$ cat config.mk
export PLATFORM = sky130hd
export DESIGN_NAME = event_status_unit
export DESIGN_NICKNAME = d
export VERILOG_FILES = /design/src/rtl/evtstat_pkg.sv /design/src/rtl/evtstat_ctrl.sv /design/src/rtl/evtstat_dp.sv /design/src/rtl/evtstat_summary.sv /design/src/rtl/event_status_unit.sv
export SDC_FILE = /design/constraint.sdc
export NUM_CORES = 1
export LEC_CHECK = 0
export ABC_AREA = 1
export BUFFER_PORTS_ARGS = -buffer_cell sky130_fd_sc_hd__buf_2
export CAP_MARGIN = 20
export CORE_AREA = 3 3 56 78
export CTS_BUF_LIST = sky130_fd_sc_hd__clkbuf_2 sky130_fd_sc_hd__clkbuf_4 sky130_fd_sc_hd__clkbuf_8
export DETAILED_ROUTE_END_ITERATION = 6
export DIE_AREA = 0 0 59 81
export GPL_TIMING_DRIVEN = 0
export PLACE_DENSITY = 0.89
export SLEW_MARGIN = 0
export SYNTH_ARGS = -nofsm -noshare
export SYNTH_HDL_FRONTEND = slang
export SYNTH_HIERARCHICAL = 1
export SYNTH_SLANG_ARGS = --single-unit
$ cat constraint.sdc
create_clock -name clk -period 1.45 [get_ports clk]
set_input_delay 0.2175 -clock clk [delete_from_list [all_inputs] [get_ports clk]]
set_output_delay 0.2175 -clock clk [all_outputs]
set_load 0.01 [all_outputs]
$ cat src/rtl/evtstat_pkg.sv
package evtstat_pkg;
  localparam int REG_W   = 8;
  localparam int N_PULSE = 6;
  localparam int SEL_W   = 2;
  localparam int URQ_BIT = 6;
  localparam int PON_BIT = 7;
  localparam int ESB_BIT = 5;
  localparam int MSS_BIT = 6;
  localparam logic [SEL_W-1:0] SEL_ESE = 2'd0;
  localparam logic [SEL_W-1:0] SEL_SRE = 2'd1;
  localparam logic [SEL_W-1:0] SEL_PSC = 2'd2;
  localparam logic [REG_W-1:0] MSS_MASK = REG_W'(1) << MSS_BIT;

  typedef struct packed {
    logic wrEse;
    logic wrSre;
    logic wrPsc;
    logic restore;
    logic zeroMasks;
    logic setPon;
    logic rdClear;
  } ctlStrobe_t;
endpackage

$ cat src/rtl/evtstat_ctrl.sv
module evtstat_ctrl
  import evtstat_pkg::*;
(
  input  logic             regWrEn,
  input  logic [SEL_W-1:0] regSel,
  input  logic             powerUpDone,
  input  logic             selftestOk,
  input  logic             manualMode,
  input  logic             evtRdEn,
  input  logic             pcFlag,
  output ctlStrobe_t       stb
);
  always_comb begin
    stb           = '0;
    stb.wrEse     = regWrEn && (regSel == SEL_ESE);
    stb.wrSre     = regWrEn && (regSel == SEL_SRE);
    stb.wrPsc     = regWrEn && (regSel == SEL_PSC);
    stb.restore   = powerUpDone;
    stb.zeroMasks = powerUpDone && pcFlag;
    stb.setPon    = powerUpDone && selftestOk && manualMode;
    stb.rdClear   = evtRdEn;
  end
endmodule

$ cat src/rtl/evtstat_dp.sv
module evtstat_dp
  import evtstat_pkg::*;
(
  input  logic               clk,
  input  logic               rstN,
  input  ctlStrobe_t         stb,
  input  logic [N_PULSE-1:0] evtPulse,
  input  logic [REG_W-1:0]   wrData,
  input  logic [SEL_W-1:0]   regSel,
  output logic [REG_W-1:0]   evtReg,
  output logic [REG_W-1:0]   eseMask,
  output logic [REG_W-1:0]   sreMask,
  output logic               pcFlag,
  output logic [REG_W-1:0]   regRdData
);
  logic [REG_W-1:0] eseStore;
  logic [REG_W-1:0] sreStore;
  logic             pcStore;
  logic [REG_W-1:0] setVec;

  // Retained copy: no reset, survives the power cycle.
  always_ff @(posedge clk) begin
    if (stb.wrEse) eseStore <= wrData;
    if (stb.wrSre) sreStore <= wrData & ~MSS_MASK;
    if (stb.wrPsc) pcStore  <= wrData[0];
  end
  assign pcFlag = pcStore;

  always_ff @(posedge clk or negedge rstN) begin
    if (!rstN) begin
      eseMask <= '0;
      sreMask <= '0;
    end else if (stb.restore) begin
      eseMask <= stb.zeroMasks ? '0 : eseStore;
      sreMask <= stb.zeroMasks ? '0 : sreStore;
    end else begin
      if (stb.wrEse) eseMask <= wrData;
      if (stb.wrSre) sreMask <= wrData & ~MSS_MASK;
    end
  end

  always_comb begin
    setVec                 = '0;
    setVec[N_PULSE-1:0]    = evtPulse;
    setVec[PON_BIT]        = stb.setPon;
  end

  for (genvar i = 0; i < REG_W; i++) begin : g_evt
    if (i == URQ_BIT) begin : g_urq
      assign evtReg[i] = 1'b0;
    end else begin : g_bit
      logic bitQ;
      always_ff @(posedge clk or negedge rstN) begin
        if (!rstN) bitQ <= 1'b0;
        else       bitQ <= (bitQ && !stb.rdClear) || setVec[i];
      end
      assign evtReg[i] = bitQ;
    end
  end

  always_comb begin
    case (regSel)
      SEL_ESE: regRdData = eseMask;
      SEL_SRE: regRdData = sreMask;
      SEL_PSC: regRdData = {{(REG_W-1){1'b0}}, pcFlag};
      default: regRdData = '0;
    endcase
  end

  p_cme_set_r1: assert property (@(posedge clk) disable iff (!rstN)
    evtPulse[5] |=> evtReg[5]);
  p_sticky_r1: assert property (@(posedge clk) disable iff (!rstN)
    !stb.rdClear |=> ((evtReg & $past(evtReg)) == $past(evtReg)));
  p_psc_zero_r4: assert property (@(posedge clk) disable iff (!rstN)
    (stb.restore && pcFlag) |=> (eseMask == '0 && sreMask == '0));
  p_restore_r5: assert property (@(posedge clk) disable iff (!rstN)
    (stb.restore && !pcFlag) |=> (eseMask == $past(eseStore) && sreMask == $past(sreStore)));
  p_read_clear_r8: assert property (@(posedge clk) disable iff (!rstN)
    (stb.rdClear && evtPulse == '0 && !stb.setPon) |=> (evtReg == '0));
endmodule

$ cat src/rtl/evtstat_summary.sv
module evtstat_summary
  import evtstat_pkg::*;
(
  input  logic             clk,
  input  logic             rstN,
  input  logic [REG_W-1:0] evtReg,
  input  logic [REG_W-1:0] eseMask,
  input  logic [REG_W-1:0] sreMask,
  input  logic [REG_W-1:0] sbExtBits,
  output logic [REG_W-1:0] statusByte,
  output logic             srq
);
  logic             esb;
  logic             mss;
  logic [REG_W-1:0] sbLow;

  always_comb begin
    esb            = |(evtReg & eseMask);
    sbLow          = sbExtBits;
    sbLow[ESB_BIT] = esb;
    sbLow[MSS_BIT] = 1'b0;
    mss            = |(sbLow & sreMask & ~MSS_MASK);
    statusByte     = sbLow;
    statusByte[MSS_BIT] = mss;
    srq            = mss;
  end

  p_srq_bit5_r7: assert property (@(posedge clk) disable iff (!rstN)
    (statusByte[5] && sreMask[5]) |-> srq);
  p_srq_fall_r10: assert property (@(posedge clk) disable iff (!rstN)
    (!statusByte[5] && ((sbExtBits & sreMask & 8'h9F) == '0)) |-> !srq);
  p_esb_r6: assert property (@(posedge clk) disable iff (!rstN)
    ((evtReg & eseMask) == '0) |-> !statusByte[5]);
endmodule

$ cat src/rtl/event_status_unit.sv
module event_status_unit
  import evtstat_pkg::*;
(
  input  logic               clk,
  input  logic               rstN,
  input  logic [N_PULSE-1:0] evtPulse,
  input  logic               powerUpDone,
  input  logic               selftestOk,
  input  logic               manualMode,
  input  logic               regWrEn,
  input  logic [SEL_W-1:0]   regSel,
  input  logic [REG_W-1:0]   regWrData,
  output logic [REG_W-1:0]   regRdData,
  input  logic               evtRdEn,
  output logic [REG_W-1:0]   evtRdData,
  input  logic [REG_W-1:0]   sbExtBits,
  output logic [REG_W-1:0]   statusByte,
  output logic               srq
);
  ctlStrobe_t       stb;
  logic [REG_W-1:0] evtReg;
  logic [REG_W-1:0] eseMask;
  logic [REG_W-1:0] sreMask;
  logic             pcFlag;

  evtstat_ctrl u_ctrl (
    .regWrEn(regWrEn), .regSel(regSel), .powerUpDone(powerUpDone),
    .selftestOk(selftestOk), .manualMode(manualMode), .evtRdEn(evtRdEn),
    .pcFlag(pcFlag), .stb(stb)
  );

  evtstat_dp u_dp (
    .clk(clk), .rstN(rstN), .stb(stb), .evtPulse(evtPulse), .wrData(regWrData),
    .regSel(regSel), .evtReg(evtReg), .eseMask(eseMask), .sreMask(sreMask),
    .pcFlag(pcFlag), .regRdData(regRdData)
  );

  evtstat_summary u_sum (
    .clk(clk), .rstN(rstN), .evtReg(evtReg), .eseMask(eseMask), .sreMask(sreMask),
    .sbExtBits(sbExtBits), .statusByte(statusByte), .srq(srq)
  );

  assign evtRdData = evtReg;

  p_pon_gate_r3: assert property (@(posedge clk) disable iff (!rstN)
    $rose(evtRdData[7]) |-> $past(powerUpDone && selftestOk && manualMode));
endmodule

Word level (Yosys, flattened, before mapping):

Cells that the tools add are included.

* flip-flop bits (word level): 39
* word-level logic and storage cells: 49
* output and inout port bits: 25
* bits of input ports: 31

* bitwise gates (word level): 2
* mux-type cells: 7
* reduce and logical (&&, ||, !) cells: 26
* eq/ne operators: 2

Operators by type and width (number)
* $mux W8: 6
* $pmux W8 S3: 1
* $and A8 B8 Y8: 2
* $logic_and A1 B1 Y1: 13
* $reduce_or A8 Y1: 1
* $logic_or A1 B1 Y1: 7
* $reduce_or A7 Y1: 1
* $reduce_bool A2 Y1: 2
* $eq A2 B1 Y1 const B: 1
* $eq A2 B2 Y1 const B: 1
* $logic_not A2 Y1: 1
* $logic_not A1 Y1: 1

Logic depth before layout (Yosys ltp):

* word-level depth: 4
* mapped depth: 8
* gate-level depth less buffers: 7

Cells and area by module:

Netlist, hierarchy kept.

Modules (own cells, without submodules)
* evtstat_dp: sequential area each 1031.0 um^2, cells an instance 180, instances 1, area an instance 1730.4 um^2
* evtstat_summary: sequential area each 0.0 um^2, cells an instance 34, instances 1, area an instance 160.2 um^2
* evtstat_ctrl: sequential area each 0.0 um^2, cells an instance 14, instances 1, area an instance 60.1 um^2

Worst setup path after synthesis:

Ideal clock, no wire load.

* path type: register -> output
* start: register u_dp.g_evt[3].g_bit.bitQ
* end: output port statusByte[6]
* stages on the path, launching flop included: 9
* arrival: 1.042 ns
* path slack: 0.190 ns
* data required time: 1.233 ns
* buffers on the path: 2
* cell sequence: dfrtp_1 > buf_4 > nand2_1 > nand2_1 > nor2_1 > nand2_1 > nand2_1 > nand2_1 > buf_4

* longest elaborated chain between the ends: 4

Ends and longest elaborated chain
* start: declaration: RTL line evtstat_dp.sv:52 `logic bitQ;`
* start signal: assignment: RTL line evtstat_dp.sv:55 `else bitQ <= (bitQ && !stb.rdClear) || setVec[i];`
* $and A8 B8 Y8: RTL line evtstat_summary.sv:18 `esb = |(evtReg & eseMask);`
* $reduce_or A8 Y1: RTL line evtstat_summary.sv:18
* via u_sum.esb: RTL line evtstat_summary.sv:13 `logic esb;`
* $and A8 B8 Y8: RTL line evtstat_summary.sv:22 `mss = |(sbLow & sreMask & ~MSS_MASK);`
* $reduce_or A7 Y1: RTL line evtstat_summary.sv:22
* end: declaration: RTL line event_status_unit.sv:17 `output logic [REG_W-1:0] statusByte,`

The timed path passes the listed nets, and every way through them passes these cells.

Worst setup path after layout:

* start: register u_dp.eseMask[7]
* end: output port statusByte[6]

* longest elaborated chain between the ends: 4

Ends and longest elaborated chain
* start: declaration: RTL line evtstat_dp.sv:11 `output logic [REG_W-1:0] eseMask,`
* start signal: assignment: RTL line evtstat_dp.sv:34 `eseMask <= stb.zeroMasks ? '0 : eseStore;`
* start signal: assignment: RTL line evtstat_dp.sv:37 `if (stb.wrEse) eseMask <= wrData;`
* $and A8 B8 Y8: RTL line evtstat_summary.sv:18
* $reduce_or A8 Y1: RTL line evtstat_summary.sv:18
* via u_sum.esb: RTL line evtstat_summary.sv:13
* $and A8 B8 Y8: RTL line evtstat_summary.sv:22
* $reduce_or A7 Y1: RTL line evtstat_summary.sv:22

The timed path passes the listed nets, and every way through them passes these cells.

==> metrics.csv <==
stage;metric;value;unit
cts;CTS clk-pin slew, worst paths;0.07;ns
worst_hold_path;HP Start;regWrData[6];
layout;final instance area;2410;sq um
drt;DR iter-0 viols;65;
grt;initial antenna violation count;0;
synth;syn_nets;258;
layout;Nets;320;
floorplan;# rows;26;
drt;# DRC;0;
drt;DRT Pass-1 Iters;5;
placed_design;Port Buffers;51;
grt;largest net degree at the start of global routing;23;
timing;worst hold slack;0.128;ns
timing;final setup margin;-0.160;ns
floorplan;I/O Pins;56;
timing;unrepaired setup endpoints after global routing;true;
cts;total CTS buffers;5;
placed_design;dpl ws;-0.222;ns
placed_design;hpwl dp;3110;um
timing;worst slew pin tran;0.897;ns
synth;synth warn;6;
drt;Vias/cell;4.84;
floorplan;die area;4780;sq um
drt;via count;1607;
setup_path;Worst Setup SP;u_dp/eseMask[7];
power;Tot Pwr;2570;uW
floorplan;Initial Util;52.4;%
timing;Rel. slew slack;39.9;%
layout;Fillers;312;
setup_path;type of origin of the critical path;register;
setup_path;Reg-to-Reg Start;u_dp/pcFlag;
timing;Worst Skew;0.00218;ns
placed_design;RePlAce Congestion;0.821;
placed_design;Placed Area;2250;sq um
setup_path;Worst Reg2Reg Path Length in Cells;8;
setup_path;Worst Setup Path Type;reg -> out;
timing;Fin. Hold Viols;0;
setup_path;arrival time at the worst endpoint;1.39;ns
drt;Total Wirelength;4030;um
cts;clock sinks;38;
timing;post-layout min period;1.61;ns
run_status;status;complete, but fails checks;
setup_path;Critical Path Sink Type;primary output;
cts;Root Buffer;clkbuf_8;
floorplan;width of the die;59;um
timing;Max Clock Freq;621;MHz
timing;Final Slew Violations;0;
setup_path;CP Data Required Time;1.23;ns
setup_path;Crit Path Max Fanout;2;
synth;average size of a mapped cell;8.56;sq um
timing;Tcrit/Tclk final;111;%
drt;routed len/inst;12.1;um
cts;later-pin clock latency in the skew report;0.28;ns
setup_path;crit path capture;statusByte[6];
layout;antenna cell count;0;
floorplan;Die Span Y;81;um
layout;Area Overhead vs Synth;23.9;%
worst_hold_path;min-delay worst type;in -> reg;
cts;clk buf depth;2;
floorplan;total core area;3710;sq um
power;Leak;0.00132;uW
flow_run;Max-cap violations;0;
grt;vias in the first global route;1454;
setup_path;r2r setup slk;0.24;ns
synth;mapped cell area;1940;sq um
grt;GR Overflow Total;0;
drt;post-route ant nets;0;
cts;CTS tree;done;
grt;first-pass GRT wire length;6310;um
setup_path;reg-to-reg endpoint;u_dp/eseMask[5];
timing;Setup-failing EPs final;3;
run_status;failing checks;setup timing;
power;Peak VDD IR;0.00101;V
power;Power per Cell Area;1070;nW/um^2
cts;# H-tree levels;2;
synth;Cells after Synth;227;
layout;layout cell share with drive strength beyond 1;32.1;%
grt;GRT Overall Usage;17.8;%
==> state kept, by name, summed over array words and instances, names as in the netlist <==
signal	flops
u_dp/eseStore	8
u_dp/g_evt.g_bit.bitQ	7
u_dp/pcFlag	1
u_dp/eseMask	8
u_dp/sreStore	7
u_dp/sreMask	7
==> final cells by class <==
| class | instances | area [sq um] | share of cell area, % |
|---|---|---|---|
| clock buffers | 5 | 68.8 | 2.86 |
| inverters | 15 | 56.3 | 2.34 |
| plain buffers | 13 | 120 | 4.99 |
| clock inverters | 3 | 40.0 | 1.66 |
| repair buffers | 63 | 360 | 15.0 |
| multi-input cells | 153 | 678 | 28.2 |
| well taps | 42 | 52.6 | 2.18 |
| flip-flops and latches | 38 | 1030 | 42.8 |
==> through the flow <==
step                util (%)  TNS, ns  instances
floorplan                  -        0        227
global placement        60.7    -3.39        320
detailed placement      60.7    -4.18        320
CTS                     64.2   -0.201        329
global route            64.9   -0.435        332
finish                  64.9   -0.253        332
==> worst max-delay path: stages (launching register included) <==
cell and delay, ns:
dfrtp_1 0.40, nand2_1 0.07, nand2_1 0.04, nor2_1 0.13
nand2_1 0.09, nand2_1 0.07, nand2_1 0.06, buf_4 0.13
buf_6 0.11
==> worst min-delay path by stage <==
stage / end / slack (ns) / cells past startpoint
after floorplan: u_dp/eseMask[0] / -0.08 / 0
after global placement: u_dp/g_evt[5].g_bit.bitQ / 0.19 / 1
after detailed placement: u_dp/g_evt[3].g_bit.bitQ / 0.19 / 1
after CTS: u_dp/eseStore[6] / 0.12 / 1
after global routing: u_dp/eseStore[6] / 0.11 / 1
final: u_dp/eseStore[6] / 0.13 / 1
==> layout by cell type (no fill, tap or decap) <==
cell,instances
buf_6,3
inv_1,12
nor2_8,2
nor2_2,3
o21bai_1,7
clkinv_2,2
bufinv_16,1
nand3_1,15
buf_4,21
inv_2,3
nand2_1,115
edfxtp_1,16
nor3b_1,1
nand4_1,1
buf_2,49
dlygate4sd3_1,1
nor2_1,6
dfrtp_1,22
clkbuf_8,6
conb_1,1
nand3_2,2
buf_12,1
==> routing by layer <==
metal / wire (um) / vias to the layer above / part of all wire, % / global-route usage [%]
met5: 0 / - / 0 / 0
met2: 2100 / 63 / 52 / 30.1
met4: 85 / 0 / 2.1 / 8.16
met1: 1560 / 713 / 39 / 21.1
li1: - / 821 / - / -
met3: 282 / 10 / 7.0 / 4.29
==> repair_timing <==
action	CTS	global route
pin swaps	3	4
buffers inserted	7	4
hold buffers	1	0
endpoints found under the setup margin	3	11
endpoints found under the hold margin	22	0
resized for setup	2	1
==> power breakdown <==
group          total (uW)  leakage [uW]  switching [uW]  internal (uW)
registers            1270      0.000412            57.6           1210
clock network         836     0.0000579             330            505
logic                 472      0.000852             251            221
total                2570       0.00132             639           1930
No activity file was read; power rests on OpenSTA's default activity.
